### src/rtl/shram_pkg.sv
package shram_pkg;
   localparam int PTR_W  = 16;
   localparam int BYTE_W = 8;

   typedef enum logic [1:0] {
      REG_PTR_LO = 2'd0,
      REG_PTR_HI = 2'd1,
      REG_DATA   = 2'd2,
      REG_STAT   = 2'd3
   } reg_sel_e;

   localparam int B_RUN  = 0;
   localparam int B_AINC = 1;
   localparam int B_ATTN = 2;
   localparam int B_INT0 = 3;
   localparam int B_INT1 = 4;
   localparam int N_FLAG = 2;
endpackage

### src/rtl/shram_ptr.sv
module shram_ptr
   import shram_pkg::*;
(
   input  logic              clk,
   input  logic              rst_n,
   input  logic              ld_lo,
   input  logic              ld_hi,
   input  logic              step,
   input  logic [BYTE_W-1:0] wdata,
   output logic [PTR_W-1:0]  ptr
);
   logic [PTR_W-1:0] ptr_q;

   always_ff @(posedge clk) begin
      if (!rst_n)     ptr_q <= '0;
      else if (ld_lo) ptr_q[BYTE_W-1:0] <= wdata;
      else if (ld_hi) ptr_q[PTR_W-1:BYTE_W] <= wdata;
      else if (step)  ptr_q <= ptr_q + 1'b1;
   end

   assign ptr = ptr_q;
endmodule

### src/rtl/shram_mem.sv
module shram_mem #(
   parameter int ADDR_W = 9,
   parameter int DATA_W = 8
) (
   input  logic              clk,
   input  logic              we,
   input  logic [ADDR_W-1:0] addr,
   input  logic [DATA_W-1:0] wdata,
   output logic [DATA_W-1:0] rdata
);
   localparam int DEPTH = 1 << ADDR_W;

   logic [DATA_W-1:0] store [DEPTH];
   logic [DATA_W-1:0] rdata_q;

   always_ff @(posedge clk) begin
      if (we) store[addr] <= wdata;
      rdata_q <= store[addr];
   end

   assign rdata = rdata_q;
endmodule

### src/rtl/shram_ctrl.sv
module shram_ctrl
   import shram_pkg::*;
(
   input  logic              clk,
   input  logic              rst_n,
   input  logic              wr_stat,
   input  logic [BYTE_W-1:0] wdata,
   input  logic [N_FLAG-1:0] flag_set,
   output logic              run,
   output logic              ainc,
   output logic              attn,
   output logic [N_FLAG-1:0] flags
);
   logic run_q, ainc_q, attn_q;

   always_ff @(posedge clk) begin
      if (!rst_n) begin
         run_q  <= 1'b0;
         ainc_q <= 1'b0;
         attn_q <= 1'b0;
      end else begin
         attn_q <= wr_stat & wdata[B_ATTN];
         if (wr_stat) begin
            run_q  <= wdata[B_RUN];
            ainc_q <= wdata[B_AINC];
         end
      end
   end

   for (genvar f = 0; f < N_FLAG; f++) begin : g_flag
      logic flag_q;
      logic clr;
      assign clr = wr_stat & wdata[B_INT0 + f];
      always_ff @(posedge clk) begin
         if (!rst_n)           flag_q <= 1'b0;
         else if (flag_set[f]) flag_q <= 1'b1;
         else if (clr)         flag_q <= 1'b0;
      end
      assign flags[f] = flag_q;
   end

   assign run  = run_q;
   assign ainc = ainc_q;
   assign attn = attn_q;
endmodule

### src/rtl/shram_port.sv
module shram_port
   import shram_pkg::*;
#(
   parameter int ADDR_W = 9
) (
   input  logic       clk,
   input  logic       rst_n,
   input  logic       host_sel,
   input  logic       host_wr,
   input  logic [1:0] host_reg,
   input  logic [7:0] host_wdata,
   output logic [7:0] host_rdata,
   output logic       host_rvalid,
   input  logic       cop_set_int0,
   input  logic       cop_set_int1,
   output logic       cop_run,
   output logic       cop_attn,
   output logic       host_irq
);
   localparam int DEPTH = 1 << ADDR_W;

   if (ADDR_W < 1 || ADDR_W > PTR_W) begin : g_bad_aw
      $error("shram_port: ADDR_W must lie in 1..16");
   end

   logic [PTR_W-1:0]  ptr_q;
   logic [N_FLAG-1:0] flags;
   logic              ainc_q;
   logic [BYTE_W-1:0] mem_q;
   logic              acc, wr_lo, wr_hi, wr_data, wr_stat, data_acc;
   logic [ADDR_W-1:0] mem_addr;
   logic              int0_q, int1_q;

   assign acc      = host_sel;
   assign wr_lo    = acc & host_wr & (host_reg == REG_PTR_LO);
   assign wr_hi    = acc & host_wr & (host_reg == REG_PTR_HI);
   assign wr_data  = acc & host_wr & (host_reg == REG_DATA);
   assign wr_stat  = acc & host_wr & (host_reg == REG_STAT);
   assign data_acc = acc & (host_reg == REG_DATA);
   assign int0_q   = flags[0];
   assign int1_q   = flags[1];

   if (ADDR_W == PTR_W) begin : g_full_idx
      assign mem_addr = ptr_q;
   end else begin : g_part_idx
      assign mem_addr = ptr_q[ADDR_W-1:0];
   end

   shram_ptr u_ptr (
      .clk   (clk),
      .rst_n (rst_n),
      .ld_lo (wr_lo),
      .ld_hi (wr_hi),
      .step  (data_acc & ainc_q),
      .wdata (host_wdata),
      .ptr   (ptr_q)
   );

   shram_mem #(.ADDR_W(ADDR_W), .DATA_W(BYTE_W)) u_mem (
      .clk   (clk),
      .we    (wr_data),
      .addr  (mem_addr),
      .wdata (host_wdata),
      .rdata (mem_q)
   );

   shram_ctrl u_ctrl (
      .clk      (clk),
      .rst_n    (rst_n),
      .wr_stat  (wr_stat),
      .wdata    (host_wdata),
      .flag_set ({cop_set_int1, cop_set_int0}),
      .run      (cop_run),
      .ainc     (ainc_q),
      .attn     (cop_attn),
      .flags    (flags)
   );

   // read path: capture register bytes at the strobe, RAM byte comes one cycle later
   logic              rd_q;
   logic              rd_data_q;
   logic [BYTE_W-1:0] shadow_q;
   logic [BYTE_W-1:0] shadow_d;

   always_comb begin
      shadow_d = '0;
      case (host_reg)
         REG_PTR_LO: shadow_d = ptr_q[BYTE_W-1:0];
         REG_PTR_HI: shadow_d = ptr_q[PTR_W-1:BYTE_W];
         REG_STAT: begin
            shadow_d[B_RUN]  = cop_run;
            shadow_d[B_AINC] = ainc_q;
            shadow_d[B_INT0] = flags[0];
            shadow_d[B_INT1] = flags[1];
         end
         default: shadow_d = '0;
      endcase
   end

   always_ff @(posedge clk) begin
      if (!rst_n) begin
         rd_q      <= 1'b0;
         rd_data_q <= 1'b0;
         shadow_q  <= '0;
      end else begin
         rd_q      <= acc & ~host_wr;
         rd_data_q <= acc & ~host_wr & (host_reg == REG_DATA);
         if (acc & ~host_wr) shadow_q <= shadow_d;
      end
   end

   assign host_rvalid = rd_q;
   assign host_rdata  = rd_q ? (rd_data_q ? mem_q : shadow_q) : '0;
   assign host_irq    = |flags;
endmodule

### config.mk
export PLATFORM = sky130hd
export DESIGN_NAME = shram_port
export DESIGN_NICKNAME = d
export VERILOG_FILES = /design/src/rtl/shram_pkg.sv /design/src/rtl/shram_ptr.sv /design/src/rtl/shram_mem.sv /design/src/rtl/shram_ctrl.sv /design/src/rtl/shram_port.sv
export SDC_FILE = /design/constraint.sdc
export NUM_CORES = 2
export LEC_CHECK = 0
export BUFFER_PORTS_ARGS = -buffer_cell sky130_fd_sc_hd__buf_4
export CAP_MARGIN = 20
export CORE_MARGIN = 1.5
export CORE_UTILIZATION = 45
export DETAILED_ROUTE_END_ITERATION = 6
export GPL_ROUTABILITY_DRIVEN = 0
export HOLD_SLACK_MARGIN = 0.1
export MAX_ROUTING_LAYER = met4
export PLACE_DENSITY = 0.64
export SLEW_MARGIN = 20
export SYNTH_ARGS = -nofsm -noshare
export SYNTH_HDL_FRONTEND = slang
export SYNTH_SLANG_ARGS = --single-unit
### constraint.sdc
create_clock -name clk -period 3.55 [get_ports clk]
set_input_delay 0.1775 -clock clk [delete_from_list [all_inputs] [get_ports clk]]
set_output_delay 0.1775 -clock clk [all_outputs]
set_load 0.005 [all_outputs]
==> insert_results.sql <==
INSERT INTO impl_metrics (metric_group, metric, value, unit) VALUES
('sta', 'maxClockFrequency', '0.273', 'GHz'),
('power_and_ir_drop', 'power-per-cell-area', '527', 'nW/um^2'),
('layout', 'fill_cells', '27042', ''),
('cts', 'clock_insertion_delay_worst_skew', '0.91', 'ns'),
('worst_setup_path', 'crit_path_start', 'u_ptr.ptr[5]', ''),
('cts', 'cts.sinks', '4135', ''),
('global_routing', 'grt_pass1_vias', '84048', ''),
('worst_setup_path', 'worstReg2RegStart', 'u_ptr.ptr[5]', ''),
('worst_setup_path', 'crit_path_start_kind', 'flip-flop', ''),
('worst_setup_path', 'endpoint', 'u_mem.rdata[7]', ''),
('placement', 'detailedPlacementHpwl', '286', 'mm'),
('floorplan', 'die_width', '599', 'um'),
('routing', 'detail_route.iter0.violations', '11914', ''),
('worst_setup_path', 'path_depth', '12', ''),
('power_and_ir_drop', 'power_leakage', '59.0', 'nW'),
('sta', 'final.setup_skew', '0.0488', 'ns'),
('synth', 'post_synth.cell_area_avg', '20.8', 'sq um'),
('routing', 'drt-pass1-iter-count', '6', ''),
('routing', 'detail_route.drc_violations', '0', ''),
('worst_setup_path', 'worst_path_most_repeated_cell', 'sky130_fd_sc_hd__buf_4', ''),
('routing', 'vias', '84933', ''),
('worst_setup_path', 'critical_path.slowest_cell', 'sky130_fd_sc_hd__nor3_1', ''),
('worst_setup_path', 'worst_setup_slack_for_register_to_register_paths', '-0.12', 'ns'),
('worst_setup_path', 'cp_top_family', 'simple AND/OR/NAND/NOR gates', ''),
('sta', 'fin_ws', '-0.117', 'ns'),
('routing', 'wl_per_cell', '31.7', 'um'),
('placement', 'pre_cts_ws', '-0.904', 'ns'),
('global_routing', 'globalRouteMet2Util', '39.2', '%'),
('outcome', 'failed_checks', 'negative setup slack', ''),
('worst_setup_path', 'endpoint_kind', 'flip-flop', ''),
('sta', 'finalWorstPathRequiredPeriod', '3.67', 'ns'),
('global_routing', 'grt_util_met1', '33.7', '%'),
('placement', 'port_bufs', '27', ''),
('cts', 'cts.htree.levels', '5', ''),
('sta', 'final-setup-viol-count', '3', ''),
('worst_setup_path', 'critical_path.cell_chain', 'buf_4 -> or3_1 -> nor3_1 -> buf_4 -> a22o_1 -> nor4_2 -> buf_4 -> nand4_1 -> buf_4 -> nor4_2 -> buf_4 -> nand3_1', ''),
('synth', 'synth_area', '160000', 'sq um'),
('routing', 'wire_length_reported_by_the_detailed_router', '441', 'mm'),
('outcome', 'run_status', 'complete, but fails checks', ''),
('floorplan', 'start_util', '45.3', '%'),
('floorplan', 'floorplan.die_area', '359000', 'sq um'),
('worst_setup_path', 'r2r.worst_path.cells', '12', ''),
('worst_hold_path', 'worst_hold_path_type', 'input port to flip-flop', ''),
('global_routing', 'gr-total-overflow', '0', ''),
('sta', 'unrepaired_setup_endpoints_after_global_routing', 'yes', ''),
('synth', 'ys_dominant_reg_cell', 'sky130_fd_sc_hd__edfxtp_1', ''),
('routing', 'via_per_inst', '6.10', ''),
('cts', 'cts_buffers', '403', ''),
('routing', 'antenna_violating_nets_post_route', '0', ''),
('worst_setup_path', 'cp_bufs_invs', '5', ''),
('layout', 'final-seq-area', '124000', 'sq um'),
('global_routing', 'global_route_layer_with_the_greatest_usage', 'met2', ''),
('global_routing', 'gr_layer_usage_met3', '3.59', '%'),
('global_routing', 'wire_length_of_the_first_global_routing_pass', '623', 'mm'),
('synth', 'ys.warnings.count', '0', ''),
('synth', 'synth_top_cell_by_area', 'sky130_fd_sc_hd__edfxtp_1', ''),
('global_routing', 'antenna_found_initial', '17', ''),
('worst_setup_path', 'worstPathArrival', '4.53', 'ns'),
('synth', 'syn_inst', '7699', ''),
('run', 'number_of_maximum_capacitance_violations', '0', ''),
('global_routing', 'grt_start_max_net_pins', '118', ''),
('global_routing', 'globalRouteTotalUtil', '25.0', '%'),
('sta', 'period_share', '103', '%'),
('sta', 'fin_worst_hold_slack', '0.331', 'ns'),
('sta', 'slew_at_the_pin_closest_to_its_max_slew_limit', '1.18', 'ns'),
('floorplan', 'dieHeight', '599', 'um'),
('synth', 'post_synth_most_frequent_cells', 'sky130_fd_sc_hd__edfxtp_1 (4096), sky130_fd_sc_hd__mux4_2 (849), sky130_fd_sc_hd__nor2_1 (588)', ''),
('synth', 'synth-seq-cells', '4135', ''),
('sta', 'final-hold-violation-count', '0', ''),
('layout', 'layout.nets', '8898', ''),
('synth', 'yosys.cell_types.count', '66', '');
power by group:
| group | total [mW] | internal, mW | switching (mW) |
|---|---|---|---|
| combinational | 3.67 | 1.36 | 2.31 |
| clock | 42.0 | 24.0 | 18.0 |
| sequential | 53.7 | 53.7 | 0.0614 |
cells in the final DEF, fill, tap and decap left out, drive strengths merged, types with 31 or more instances in the layout:
master  count
mux4      849
a22o       47
a22oi     140
dfxtp      39
nor2      588
nand4      71
mux2i     422
clkinv    174
clkbuf    498
o21ai      42
nand3      53
buf      1220
a31oi      79
nand2     135
a221oi    101
and3       31
nor4       32
a21oi      50
bufinv     40
o22ai      85
edfxtp   4096
nor3       57
cell families (layout without fill, tap and decap cells):
| logic type | Yosys count | after routing | share of synthesized area (%) |
|---|---|---|---|
| buffers and inverters | 490 | 1989 | 1.45 |
| flip-flops | 4135 | 4135 | 77.5 |
| AO/OA/AOI/OAI | 688 | 688 | 3.19 |
| AND/OR/NAND/NOR | 1085 | 1085 | 3.11 |
| XOR/XNOR | 13 | 13 | 0.0712 |
| adder cells (fa/ha/maj) | 4 | 4 | 0.0313 |
| multiplexers | 1284 | 1284 | 14.7 |
| other | 0 | 5 | 0 |
per-stage QoR:
stage	setup TNS [ns]	instance area, sq um	total power [mW]	cells	util [%]
after detailed placement	-3.71	174000	58.2	13095	49.3
after global placement	-6.79	174000	58.1	13094	49.3
after floorplan	0	160000	56.2	7699	-
after CTS	-0.113	188000	99.7	13862	53.1
after global routing	-0.117	189000	102	13932	53.4
final	-0.178	189000	99.4	13933	53.4
flip-flops by register name, summed over array words and instances, names as in the netlist, 2 cells and up:
name                  count
shadow_q                  8
u_mem.rdata               8
u_ptr.ptr                16
u_ctrl.g_flag.flag_q      2
u_mem.store            4096
how the worst min path moves through the flow:
stage,start,endpoint,slack (ns),depth (start not counted)
6_report,host_wr,shadow_q[4],0.33,5
3_5_place_dp,cop_set_int0,u_ctrl.g_flag[0].flag_q,0.41,3
4_1_cts,host_wr,shadow_q[4],0.26,5
3_3_place_gp,cop_set_int1,u_ctrl.g_flag[1].flag_q,0.40,3
5_1_grt,host_wr,shadow_q[4],0.31,5
2_1_floorplan,host_wdata[0],u_mem.store[0][0],0.28,0
timing repair:
item                                     CTS  global route
gates cloned                               2             9
endpoints found under the setup margin     8             8
pin swaps                                  8            19
buffers inserted                          13            58
endpoints found under the hold margin   1391             0
resized for setup                         38            61
hold buffers                              27             0
routing by layer:
metal  share of wire (%)  up-vias  routed length (um)
met3                 8.6      790               38000
li1                    -    34628                   -
met2                  48     4513              213000
met4                 4.2        0               18300
met1                  39    45002              172000
met5                   0        -                   0
worst reg2reg max path, cell delays in order (launching register included):
cell                      delay (ns)
sky130_fd_sc_hd__dfxtp_2        0.49
sky130_fd_sc_hd__buf_4          0.25
sky130_fd_sc_hd__or3_1          0.53
sky130_fd_sc_hd__nor3_1         0.86
sky130_fd_sc_hd__buf_4          0.27
sky130_fd_sc_hd__a22o_1         0.32
sky130_fd_sc_hd__nor4_2         0.09
sky130_fd_sc_hd__buf_4          0.16
sky130_fd_sc_hd__nand4_1        0.22
sky130_fd_sc_hd__buf_4          0.18
sky130_fd_sc_hd__nor4_2         0.04
sky130_fd_sc_hd__buf_4          0.15
sky130_fd_sc_hd__nand3_1        0.06
final cells by class:
type,instances,share of cell area [%]
sequential,4135,65.6
multi-input combinational,3074,18.2
timing repair buffer,1258,6.23
clock buffer,489,5.60
tap,4730,3.14
clock inverter,236,1.18
inverter,6,0.0146
antenna,5,0.00663
Note: power is estimated with default switching activity, not from simulation.
